==> src/rtl/hz_pkg.sv <==
package hz_pkg;
  typedef enum logic [1:0] {
    FWD_RF  = 2'b00,
    FWD_WB  = 2'b01,
    FWD_MEM = 2'b10
  } fwd_sel_e;
endpackage

==> src/rtl/hz_fwd_mux.sv <==
module hz_fwd_mux
  import hz_pkg::*;
#(
  parameter int REG_AW = 5
) (
  input  logic [REG_AW-1:0] src_i,
  input  logic [REG_AW-1:0] exmem_rd_i,
  input  logic              exmem_we_i,
  input  logic [REG_AW-1:0] memwb_rd_i,
  input  logic              memwb_we_i,
  output fwd_sel_e          sel_o
);
  logic mem_hit, wb_hit;

  // register 0 is hardwired; never a forwarding source
  assign mem_hit = exmem_we_i && (exmem_rd_i != '0) && (exmem_rd_i == src_i);
  assign wb_hit  = memwb_we_i && (memwb_rd_i != '0) && (memwb_rd_i == src_i);

  always_comb begin
    if (mem_hit)     sel_o = FWD_MEM;
    else if (wb_hit) sel_o = FWD_WB;
    else             sel_o = FWD_RF;
  end
endmodule

==> src/rtl/hz_fwd_unit.sv <==
module hz_fwd_unit
  import hz_pkg::*;
#(
  parameter int REG_AW  = 5,
  parameter int NUM_OPS = 2
) (
  input  logic [NUM_OPS-1:0][REG_AW-1:0] src_i,
  input  logic [REG_AW-1:0]              exmem_rd_i,
  input  logic                           exmem_we_i,
  input  logic [REG_AW-1:0]              memwb_rd_i,
  input  logic                           memwb_we_i,
  output logic [NUM_OPS-1:0][1:0]        sel_o
);
  for (genvar g = 0; g < NUM_OPS; g++) begin : g_op
    fwd_sel_e sel;
    hz_fwd_mux #(.REG_AW(REG_AW)) u_mux (
      .src_i      (src_i[g]),
      .exmem_rd_i (exmem_rd_i),
      .exmem_we_i (exmem_we_i),
      .memwb_rd_i (memwb_rd_i),
      .memwb_we_i (memwb_we_i),
      .sel_o      (sel)
    );
    assign sel_o[g] = sel;
  end
endmodule

==> src/rtl/hz_loaduse_det.sv <==
module hz_loaduse_det #(
  parameter int REG_AW  = 5,
  parameter int NUM_SRC = 2
) (
  input  logic                           ld_i,
  input  logic [REG_AW-1:0]              ld_rd_i,
  input  logic [NUM_SRC-1:0][REG_AW-1:0] src_i,
  output logic                           hit_o
);
  logic [NUM_SRC-1:0] match;

  for (genvar g = 0; g < NUM_SRC; g++) begin : g_cmp
    assign match[g] = (ld_rd_i == src_i[g]);
  end

  assign hit_o = ld_i && (|match);
endmodule

==> src/rtl/hz_flush_ctrl.sv <==
module hz_flush_ctrl (
  input  logic ld_hit_i,
  input  logic br_taken_i,
  output logic stall_o,
  output logic pc_we_o,
  output logic ifid_we_o,
  output logic flush_if_o,
  output logic flush_id_o,
  output logic flush_ex_o
);
  // taken branch wins: PC must load the target, stalled instr is discarded anyway
  always_comb begin
    stall_o    = 1'b0;
    pc_we_o    = 1'b1;
    ifid_we_o  = 1'b1;
    flush_if_o = 1'b0;
    flush_id_o = 1'b0;
    flush_ex_o = 1'b0;
    if (br_taken_i) begin
      flush_if_o = 1'b1;
      flush_id_o = 1'b1;
      flush_ex_o = 1'b1;
    end else if (ld_hit_i) begin
      stall_o    = 1'b1;
      pc_we_o    = 1'b0;
      ifid_we_o  = 1'b0;
      flush_id_o = 1'b1;
    end
  end
endmodule

==> src/rtl/pipe_hazard_ctrl.sv <==
module pipe_hazard_ctrl #(
  parameter int REG_AW = 5
) (
  input  logic [REG_AW-1:0] ifid_rs_i,
  input  logic [REG_AW-1:0] ifid_rt_i,
  input  logic [REG_AW-1:0] idex_rs_i,
  input  logic [REG_AW-1:0] idex_rt_i,
  input  logic              idex_memrd_i,
  input  logic [REG_AW-1:0] exmem_rd_i,
  input  logic              exmem_we_i,
  input  logic [REG_AW-1:0] memwb_rd_i,
  input  logic              memwb_we_i,
  input  logic              br_taken_i,
  output logic [1:0]        fwd_a_o,
  output logic [1:0]        fwd_b_o,
  output logic              stall_o,
  output logic              pc_we_o,
  output logic              ifid_we_o,
  output logic              flush_if_o,
  output logic              flush_id_o,
  output logic              flush_ex_o
);
  localparam int NUM_OPS = 2;

  logic [NUM_OPS-1:0][REG_AW-1:0] ex_src;
  logic [NUM_OPS-1:0][REG_AW-1:0] id_src;
  logic [NUM_OPS-1:0][1:0]        fwd_sel;
  logic                           ld_hit;

  assign ex_src = {idex_rt_i, idex_rs_i};
  assign id_src = {ifid_rt_i, ifid_rs_i};

  hz_fwd_unit #(.REG_AW(REG_AW), .NUM_OPS(NUM_OPS)) u_fwd (
    .src_i      (ex_src),
    .exmem_rd_i (exmem_rd_i),
    .exmem_we_i (exmem_we_i),
    .memwb_rd_i (memwb_rd_i),
    .memwb_we_i (memwb_we_i),
    .sel_o      (fwd_sel)
  );

  assign fwd_a_o = fwd_sel[0];
  assign fwd_b_o = fwd_sel[1];

  hz_loaduse_det #(.REG_AW(REG_AW), .NUM_SRC(NUM_OPS)) u_lu (
    .ld_i    (idex_memrd_i),
    .ld_rd_i (idex_rt_i),
    .src_i   (id_src),
    .hit_o   (ld_hit)
  );

  hz_flush_ctrl u_flush (
    .ld_hit_i   (ld_hit),
    .br_taken_i (br_taken_i),
    .stall_o    (stall_o),
    .pc_we_o    (pc_we_o),
    .ifid_we_o  (ifid_we_o),
    .flush_if_o (flush_if_o),
    .flush_id_o (flush_id_o),
    .flush_ex_o (flush_ex_o)
  );
endmodule

==> config.mk <==
export PLATFORM = sky130hd
export DESIGN_NAME = pipe_hazard_ctrl
export DESIGN_NICKNAME = d
export VERILOG_FILES = /design/src/rtl/hz_pkg.sv /design/src/rtl/hz_fwd_mux.sv /design/src/rtl/hz_fwd_unit.sv /design/src/rtl/hz_loaduse_det.sv /design/src/rtl/hz_flush_ctrl.sv /design/src/rtl/pipe_hazard_ctrl.sv
export SDC_FILE = /design/constraint.sdc
export NUM_CORES = 1
export LEC_CHECK = 0
export ABC_AREA = 1
export BUFFER_PORTS_ARGS = -buffer_cell sky130_fd_sc_hd__buf_4
export CAP_MARGIN = 20
export CORE_MARGIN = 2
export CORE_UTILIZATION = 49
export DETAILED_ROUTE_END_ITERATION = 8
export MAX_ROUTING_LAYER = met4
export PLACE_DENSITY = 0.91
export SLEW_MARGIN = 10
export SYNTH_ARGS = -nofsm -noshare
export SYNTH_HDL_FRONTEND = slang
export SYNTH_HIERARCHICAL = 1
export SYNTH_SLANG_ARGS = --single-unit
==> constraint.sdc <==
create_clock -name vclk -period 1.3
set_input_delay 0.065 -clock vclk [all_inputs]
set_output_delay 0.065 -clock vclk [all_outputs]
set_load 0.05 [all_outputs]
---- Word-level counts from Yosys, hierarchy flattened ----
Cells that the tools add are included.
storage, ports and cells
  flip-flop bits (word level) ............. 0
  bits in latches ......................... 0
  bits in writable memories ............... 0
  ROM bits ................................ 0
  output and inout bits ................... 10
  memories kept ........................... 0
operators by class
  add/sub/neg operators ................... 0
  multipliers ............................. 0
  div/mod/pow operators ................... 0
  $lt $le $gt $ge ......................... 0
  eq/ne operators ......................... 6
  shifts and indexed selects .............. 0
  muxes and demuxes ....................... 10
  bitwise logic cells ..................... 0
  reduce and logical (&&, ||, !) cells .... 10
operators by type and width
  operator            number
  == test 5 bit       6
  nonzero test 5 bit  2
  2-to-1 mux 1 bit    8
  logical AND 1 bit   7
  2-to-1 mux 2 bit    2
  OR reduction 2 bit  1

---- Logic depth before layout (Yosys ltp) ----
Gate-level depths: netlist of run 1.
  word-level depth ........................ 5
  gate-level depth with buffers ........... 8
  mapped depth without buffers ............ 8

---- Hierarchy ----
Netlist of run 1, hierarchy kept.
modules (own cells, without submodules)
  module          times used  cells an instance  area each (µm²)  sequential area each (µm²)
  hz_fwd_mux      2           51                 221.5            0.0
  hz_loaduse_det  1           44                 187.7            0.0
  hz_flush_ctrl   1           8                  43.8             0.0

---- Worst setup path before layout of run 1 ----
Ideal clock, no wire load.
  path kind ............................... input-to-output
  start ................................... input port ifid_rs_i[4]
  end ..................................... output port pc_we_o
  data arrival time ....................... 1.126 ns
  data required time ...................... 1.235 ns
  path slack .............................. 0.109 ns
  cell stages on the path ................. 8
  buffers on the path ..................... 1
  cells stage by stage .................... inv_1 > nand2_1 > nand2_1 > nor2_1 > nand3_1 > a21oi_2 > nand2_1 > buf_4
on the way
  cells in the longest elaborated chain, start to end .. 5
RTL lines
  what                           line                    source
  start: declaration             pipe_hazard_ctrl.sv:4   input logic [REG_AW-1:0] ifid_rs_i,
  == test 5 bit                  hz_loaduse_det.sv:13    assign match[g] = (ld_rd_i == src_i[g]);
  OR reduction 2 bit             hz_loaduse_det.sv:16    assign hit_o = ld_i && (|match);
  logical AND 1 bit              hz_loaduse_det.sv:16
  via ld_hit                     pipe_hazard_ctrl.sv:28  logic ld_hit;
  2-to-1 mux 1 bit (2 in a row)  -
  end: declaration               pipe_hazard_ctrl.sv:17  output logic pc_we_o,
The timed path passes the listed nets, and every way through them passes these cells.

---- Final worst setup path of run 1 ----
  start ................................... input port idex_rt_i[3]
  end ..................................... output port stall_o
on the way
  cells in the longest elaborated chain, start to end .. 5
  elaborated cells on any way between the ends .. 6
  those cells by class .................... eq/ne: 2; mux: 2; reduce/logical: 2
RTL lines
  what                    line                    source
  start: declaration      pipe_hazard_ctrl.sv:7   input logic [REG_AW-1:0] idex_rt_i,
  == test 5 bit           hz_loaduse_det.sv:13
  OR reduction 2 bit (*)  hz_loaduse_det.sv:16
  logical AND 1 bit (*)   hz_loaduse_det.sv:16
  via ld_hit              pipe_hazard_ctrl.sv:28
  2-to-1 mux 1 bit (*)    hz_flush_ctrl.sv:23     end else if (ld_hit_i) begin
  2-to-1 mux 1 bit (*)    hz_flush_ctrl.sv:19     if (br_taken_i) begin
  end: declaration        pipe_hazard_ctrl.sv:16  output logic stall_o,
The timed path passes the listed nets; every way through them passes the cells marked *.

==> impl_metrics.yaml, run 1 <==
worst_setup_path:
  critical_path_arrival_ps: 1040
  cp_slowest_cell: "buf_4"
  cp-start-kind: "input port"
  critical_path_class: "input port to output port"
  worstPathMaxFanout: 6
  path_cells: "buf_4 -> inv_1 -> nand2_1 -> nand2_1 -> nor2_1 -> nand3_1 -> a21oi_2 -> inv_1 -> nor2_2 -> buf_4"
  crit_path_end_kind: "output port"
  cpPeakStageDelay_ps: 190
  cp_top_family: "buffers and inverters"
  path_buf_inv: 4
  worstPathRequired_ps: 1240
  cp_num_cells: 10
sta:
  fin_crit_sh: 0.851
  rsz0062_at_grt: "no"
  tns_ps: 0
  final-setup-viol-count: 0
  slew_violations: 0
  min_period_ps: 1110
  setup_ws_ps: 194
  maxClockFrequency_ghz: 0.904
  hold_viol: 0
  fin_hold_ws_ps: 421
  slew-limit-headroom: 0.884
  worst_pin_slew_ps: 171
final_layout:
  fill_cells: 118
  antenna_cells: 0
  drive_above_1_share: 0.295
  register_area_sq_um: 0
  final_util: 0.758
  area_growth_pct: 46.2
  final_cell_mix: "nand2_1, buf_4, inv_1"
  nets: 229
  multi_input_comb_area_sq_um: 490
  nFlopsAndLatches: 0
  final_common_cell: "nand2_1"
  clockBufferCount: 0
synthesis:
  ys_seq_area_frac: 0
  synth.cell_area_sq_um: 674
  synth.net_count: 188
  avgSynthCellArea_sq_um: 4.38
  yosysWarnings: 6
  synthDistinctLibCells: 14
  synth_cells: 154
worst_hold_path:
  hold-path-cell-count: 2
  hp-start: "br_taken_i"
  whs_endpoint: "flush_ex_o"
  hold_path_class: "input port to output port"
grt:
  grt_pass1_vias: 754
  antenna_found_initial: 0
  grt_max_degree: 8
  grt_pass1_wl_um: 2680
  overflow: 0
  track_usage: 0.232
floorplanning:
  dieArea_sq_um: 1690
  core_area_sq_um: 1300
  io_pins: 44
  die-height_um: 41.1
  die-width_um: 41.1
  rows: 13
  start_util: 0.518
route:
  vias_per_cell: 4.49
  wl_per_cell_um: 8.93
  ant_nets: 0
  vias: 933
  postRouteWirelength_um: 1860
  drc: 0
  dr.first_iter.drc_count: 14
  drt_pass1_iterations: 4
placement:
  portBuffers: 44
  dp_hpwl_um: 1620
  dp_slack_ps: 187
  place_congestion: 0.798
clocking:
  postCtsSetupBuffers: 0
  cts_hold_buf: 0
  ctsResizeCount: 0
pwr:
  power.density_nw_per_um2: 312
  leakage_nw: 0.669
  power_uw: 308
  max-vdd-ir-drop_uv: 180
flow_run:
  cap_viol_max_count: 0
status:
  status: "finished, final reports clean"
==> cells by family after synthesis <==
logic type,synth area share
xor+xnor,0.0649
buf+inv,0.273
simple gates,0.568
compound gates,0.0946
==> power breakdown <==
part,total [mW],internal [mW],switching [mW]
Combinational,0.308,0.137,0.171
Sequential,0,0,0
Clock,0,0,0
==> through the flow <==
step	cell area [sq um]	std cells
2_1_floorplan	674	154
3_3_place_gp	986	208
3_5_place_dp	986	208
4_1_cts	986	208
5_1_grt	986	208
6_report	986	208
==> worst max path at each step <==
stage                      start       to  slack [ps]
finish              idex_rt_i[3]  stall_o         190
global route        idex_rt_i[0]  stall_o          70
CTS                 idex_rt_i[3]  stall_o         190
detailed placement  idex_rt_i[3]  stall_o         190
global placement    idex_rt_i[3]  stall_o         210
floorplan           ifid_rs_i[4]  pc_we_o         110
==> layer usage <==
metal  vias to the layer above  track usage  part of all wire
met2                        35        0.484              0.50
met5                         -            -                 0
met1                       375        0.231              0.41
li1                        521            -                 -
met4                         0       0.0403             0.012
met3                         2       0.0109             0.072
==> synthesized netlist by cell type <==
master,n,area share
a21boi_0,2,0.022
inv_1,34,0.19
xor2_1,3,0.039
nor2_2,5,0.046
inv_2,5,0.028
xnor2_1,2,0.026
nand3_1,10,0.074
a21oi_2,1,0.013
nand2_1,61,0.34
nand2_2,2,0.019
buf_4,5,0.056
o21ai_0,6,0.045
a21oi_1,2,0.015
nor2_1,16,0.089
==> area by class of cell <==
| type | count | share of cell area |
|---|---|---|
| multi-input combinational | 110 | 0.497 |
| timing repair buffer | 44 | 0.335 |
| inverter | 39 | 0.148 |
| tap | 15 | 0.0190 |
(Power assumes the default switching activity.)
==> inputs of run 2 (changes only) <==
==> constraint.sdc (replaced) <==
create_clock -name vclk -period 1.3
set_input_delay 0.065 -clock vclk [all_inputs]
set_output_delay 0.065 -clock vclk [all_outputs]
set_load 0.005 [all_outputs]
==> run 2 against run 1 <==
Count of clock-buffer cells in the layout is the same. Power down 12%. Core utilization is the same. Worst setup slack improved by 83 ps. Critical path type unchanged. Largest power group unchanged.
==> impl_metrics.yaml, run 2 (synthesized netlist as in run 1, its figures left out) <==
grt:
  overflow: 0
  track_usage: 0.238
  grt_max_degree: 8
  grt_pass1_wl_um: 2720
  antenna_found_initial: 0
  grt_pass1_vias: 763
sta:
  worst_pin_slew_ps: 163
  rsz0062_at_grt: "no"
  min_period_ps: 1020
  final-setup-viol-count: 0
  hold_viol: 0
  fin_crit_sh: 0.787
  slew_violations: 0
  slew-limit-headroom: 0.890
  tns_ps: 0
  maxClockFrequency_ghz: 0.977
clocking:
  ctsResizeCount: 0
  cts_hold_buf: 0
  postCtsSetupBuffers: 0
final_layout:
  register_area_sq_um: 0
  nFlopsAndLatches: 0
  antenna_cells: 0
  nets: 229
  clockBufferCount: 0
  fill_cells: 115
  fin_area_sq_um: 986
  drive_above_1_share: 0.295
  area_growth_pct: 46.2
  final_util: 0.758
  final_common_cell: "nand2_1"
  multi_input_comb_area_sq_um: 490
  final_cell_mix: "nand2_1, buf_4, inv_1"
pwr:
  p_int_uw: 136
  power_uw: 272
  p_clk_frac: 0
  power.density_nw_per_um2: 276
  seq_power_share: 0
  switchingPower_uw: 136
  combPwrFrac: 1.000
  netSwitchingFraction: 0.499
  max-vdd-ir-drop_uv: 179
  leakage_nw: 0.669
floorplanning:
  rows: 13
  io_pins: 44
  dieArea_sq_um: 1690
  die-height_um: 41.1
  start_util: 0.518
  die-width_um: 41.1
  core_area_sq_um: 1300
placement:
  dp_hpwl_um: 1660
  place_congestion: 0.798
  portBuffers: 44
  place_area_sq_um: 986
route:
  wl_per_cell_um: 9.06
  vias_per_cell: 4.48
  drc: 0
  dr.first_iter.drc_count: 8
  vias: 932
  ant_nets: 0
  postRouteWirelength_um: 1880
  drt_pass1_iterations: 3
status:
  status: "finished, final reports clean"
worst_hold_path:
  hold-path-cell-count: 2
  hp-start: "br_taken_i"
  whs_endpoint: "flush_ex_o"
  hold_path_class: "input port to output port"
worst_setup_path:
  worstPathMaxFanout: 6
  crit_path_end_kind: "output port"
  critical_path_arrival_ps: 960
  worstPathRequired_ps: 1240
  cp-start-kind: "input port"
  critical_path_class: "input port to output port"
flow_run:
  cap_viol_max_count: 0
run 2: cell counts in the layout (fill, tap and decap cells not counted):
Identical to the previous run, type by type.
run 2: layer usage:
layer | global-route usage | share of wire | routed length, um
met3 | 0.00543 | 0.069 | 130
met2 | 0.500 | 0.53 | 990
met5 | - | 0 | 0
met1 | 0.241 | 0.39 | 740
met4 | 0.0323 | 0.012 | 23
run 2: layout make-up:
class,count,share of cell area
Inverter,39,0.148
Timing Repair Buffer,44,0.335
Multi-Input combinational cell,110,0.497
Tap cell,15,0.0190
run 2: through the flow:
step	setup slack (ps)	hold WS, ps	cells
6_report	276	333	208
5_1_grt	170	350	208
2_1_floorplan	523	152	154
4_1_cts	279	335	208
3_3_place_gp	294	332	208
3_5_place_dp	279	335	208
run 2: worst max-delay path by stage:
stage / slack [ps] / end / depth (start not counted) / start
final: 280 / stall_o / 10 / idex_rt_i[3]
after global routing: 170 / stall_o / 10 / idex_rt_i[1]
after CTS: 280 / stall_o / 10 / idex_rt_i[3]
after detailed placement: 280 / stall_o / 10 / idex_rt_i[3]
after global placement: 290 / stall_o / 10 / idex_rt_i[3]
after floorplan: 520 / pc_we_o / 8 / ifid_rs_i[4]
run 2: worst max-delay path, stage by stage:
cell and delay (ps):
buf_4 130, inv_1 40, nand2_1 50, nand2_1 50, nor2_1 120, nand3_1 110
a21oi_2 160, inv_1 70, nor2_2 70, buf_4 100
run 2: power groups by stage:
stage          sequential (mW)  clock (mW)  combinational (mW)
4_1_cts                      0           0               0.273
5_1_grt                      0           0               0.309
6_report                     0           0               0.272
3_5_place_dp                 0           0               0.272
2_1_floorplan                0           0               0.133
3_3_place_gp                 0           0               0.262
==> inputs of run 3 (changes only) <==
--- a/config.mk
+++ b/config.mk
@@ -9,10 +9,10 @@
 export BUFFER_PORTS_ARGS = -buffer_cell sky130_fd_sc_hd__buf_4
 export CAP_MARGIN = 20
 export CORE_MARGIN = 2
-export CORE_UTILIZATION = 49
+export CORE_UTILIZATION = 41
 export DETAILED_ROUTE_END_ITERATION = 8
 export MAX_ROUTING_LAYER = met4
-export PLACE_DENSITY = 0.91
+export PLACE_DENSITY = 0.81
 export SLEW_MARGIN = 10
 export SYNTH_ARGS = -nofsm -noshare
 export SYNTH_HDL_FRONTEND = slang
==> constraint.sdc (replaced) <==
create_clock -name vclk -period 0.9
set_input_delay 0.045 -clock vclk [all_inputs]
set_output_delay 0.045 -clock vclk [all_outputs]
set_load 0.005 [all_outputs]
==> run 3 against run 2 <==
The run now ends with negative setup slack left. Sequential share of layout area is the same. Core utilization decreased by 0.73 points. Critical path depth did not move. Global-route usage is 2.3 points lower. Critical path type unchanged. Critical endpoint unchanged. Largest cell class unchanged.
==> impl_metrics.yaml, run 3 (synthesized netlist as in run 1, its figures left out) <==
status:
  status: "finished, violations left"
  violations: "negative setup slack"
route:
  drc: 0
  vias: 994
  dr.first_iter.drc_count: 10
  ant_nets: 0
  wl_per_cell_um: 9.94
  postRouteWirelength_um: 2100
  vias_per_cell: 4.71
  drt_pass1_iterations: 5
placement:
  place_congestion: 0.817
  dp.cells: 210
  place_area_sq_um: 995
  dp_slack_ps: -129
  portBuffers: 44
  dp_hpwl_um: 1650
worst_setup_path:
  path_cells: "buf_8 -> inv_2 -> nand2_1 -> nand2_2 -> nor2_4 -> nand3_2 -> a21oi_2 -> inv_2 -> nor2_2 -> buf_4"
  worstPathMaxFanout: 4
  worstPathRequired_ps: 850
  cp-start-kind: "input port"
  critical_path_class: "input port to output port"
  crit_path_end_kind: "output port"
  critical_path_arrival_ps: 910
  cpPeakStageDelay_ps: 170
  cp_slowest_cell: "a21oi_2"
  crit_top_cell: "inv_2"
floorplanning:
  dieArea_sq_um: 1990
  core_area_sq_um: 1520
  start_util: 0.443
  die-width_um: 44.6
  rows: 14
  io_pins: 44
  die-height_um: 44.6
final_layout:
  clockBufferCount: 0
  area_growth_pct: 69.6
  nets: 231
  fin_area_sq_um: 1140
  final_common_cell: "nand2_1"
  final_util: 0.750
  register_area_sq_um: 0
  antenna_cells: 0
  final_cell_mix: "nand2_1, buf_4, inv_1"
  final_cells: 211
  nFlopsAndLatches: 0
  drive_above_1_share: 0.436
  fill_cells: 133
sta:
  slew_violations: 0
  setup_ws_ps: -53.9
  tns_ps: -61.2
  maxClockFrequency_ghz: 1.05
  final-setup-viol-count: 3
  fin_hold_ws_ps: 299
  min_period_ps: 954
  worst_pin_slew_ps: 194
  slew-limit-headroom: 0.869
  hold_viol: 0
  rsz0062_at_grt: "yes"
  fin_crit_sh: 1.06
grt:
  track_usage: 0.215
  overflow: 0
  grt_pass1_wl_um: 3330
  grt_pass1_vias: 874
  antenna_found_initial: 0
  grt_max_degree: 8
flow_run:
  cap_viol_max_count: 0
pwr:
  max-vdd-ir-drop_uv: 253
  leakage_nw: 0.705
  power_uw: 478
  power.density_nw_per_um2: 418
worst_hold_path:
  hold_path_class: "input port to output port"
clocking:
  cts_hold_buf: 0
run 3: cell types whose count changed in the layout (fill, tap and decap cells not counted), moves of 2 or more:
| cell | change |
|---|---|
| buf_4 | -13 |
| inv_1 | -7 |
| buf_8 | +3 |
| nand3_2 | +2 |
| nor2_1 | -2 |
| buf_6 | +11 |
| inv_4 | +3 |
| nand3_1 | -2 |
| nand2_1 | -15 |
| nand2_2 | +15 |
| inv_2 | +4 |
run 3: layout make-up:
type / instances / area [sq um] / area share
timing repair buffer: 46 / 422 / 0.369
tap: 16 / 20.0 / 0.0175
inverter: 39 / 154 / 0.135
multi-input combinational: 110 / 548 / 0.479
run 3: what timing repair did:
item | 4_1_cts | 5_1_grt
buffers inserted | 1 | 0
pin swaps | 10 | 20
resized for setup | 12 | 39
endpoints found under the setup margin | 6 | 7
run 3: worst max-delay path, delay by kind of cell:
family / cells / cell delay (ps)
simple gates: 5 / 400
buf+inv: 4 / 290
compound gates: 1 / 170
run 3: power by group:
part / switching (mW) / internal [mW] / total [mW] / leakage (nW)
sequential: 0 / 0 / 0 / 0
combinational: 0.229 / 0.249 / 0.478 / 0.705
clock: 0 / 0 / 0 / 0
total: 0.229 / 0.249 / 0.478 / 0.705
run 3: worst paths after layout:
path	startpoint	to	depth (start not counted)	slack (ps)
worst max-delay path	idex_rt_i[4]	stall_o	10	-50
worst min-delay path	br_taken_i	flush_ex_o	2	300
run 3: routing by layer:
metal	vias up	track usage	wire length [um]
li1	524	-	-
met1	424	0.246	760
met2	44	0.420	1160
met3	2	0	153
met4	0	0.0242	19
met5	-	-	0
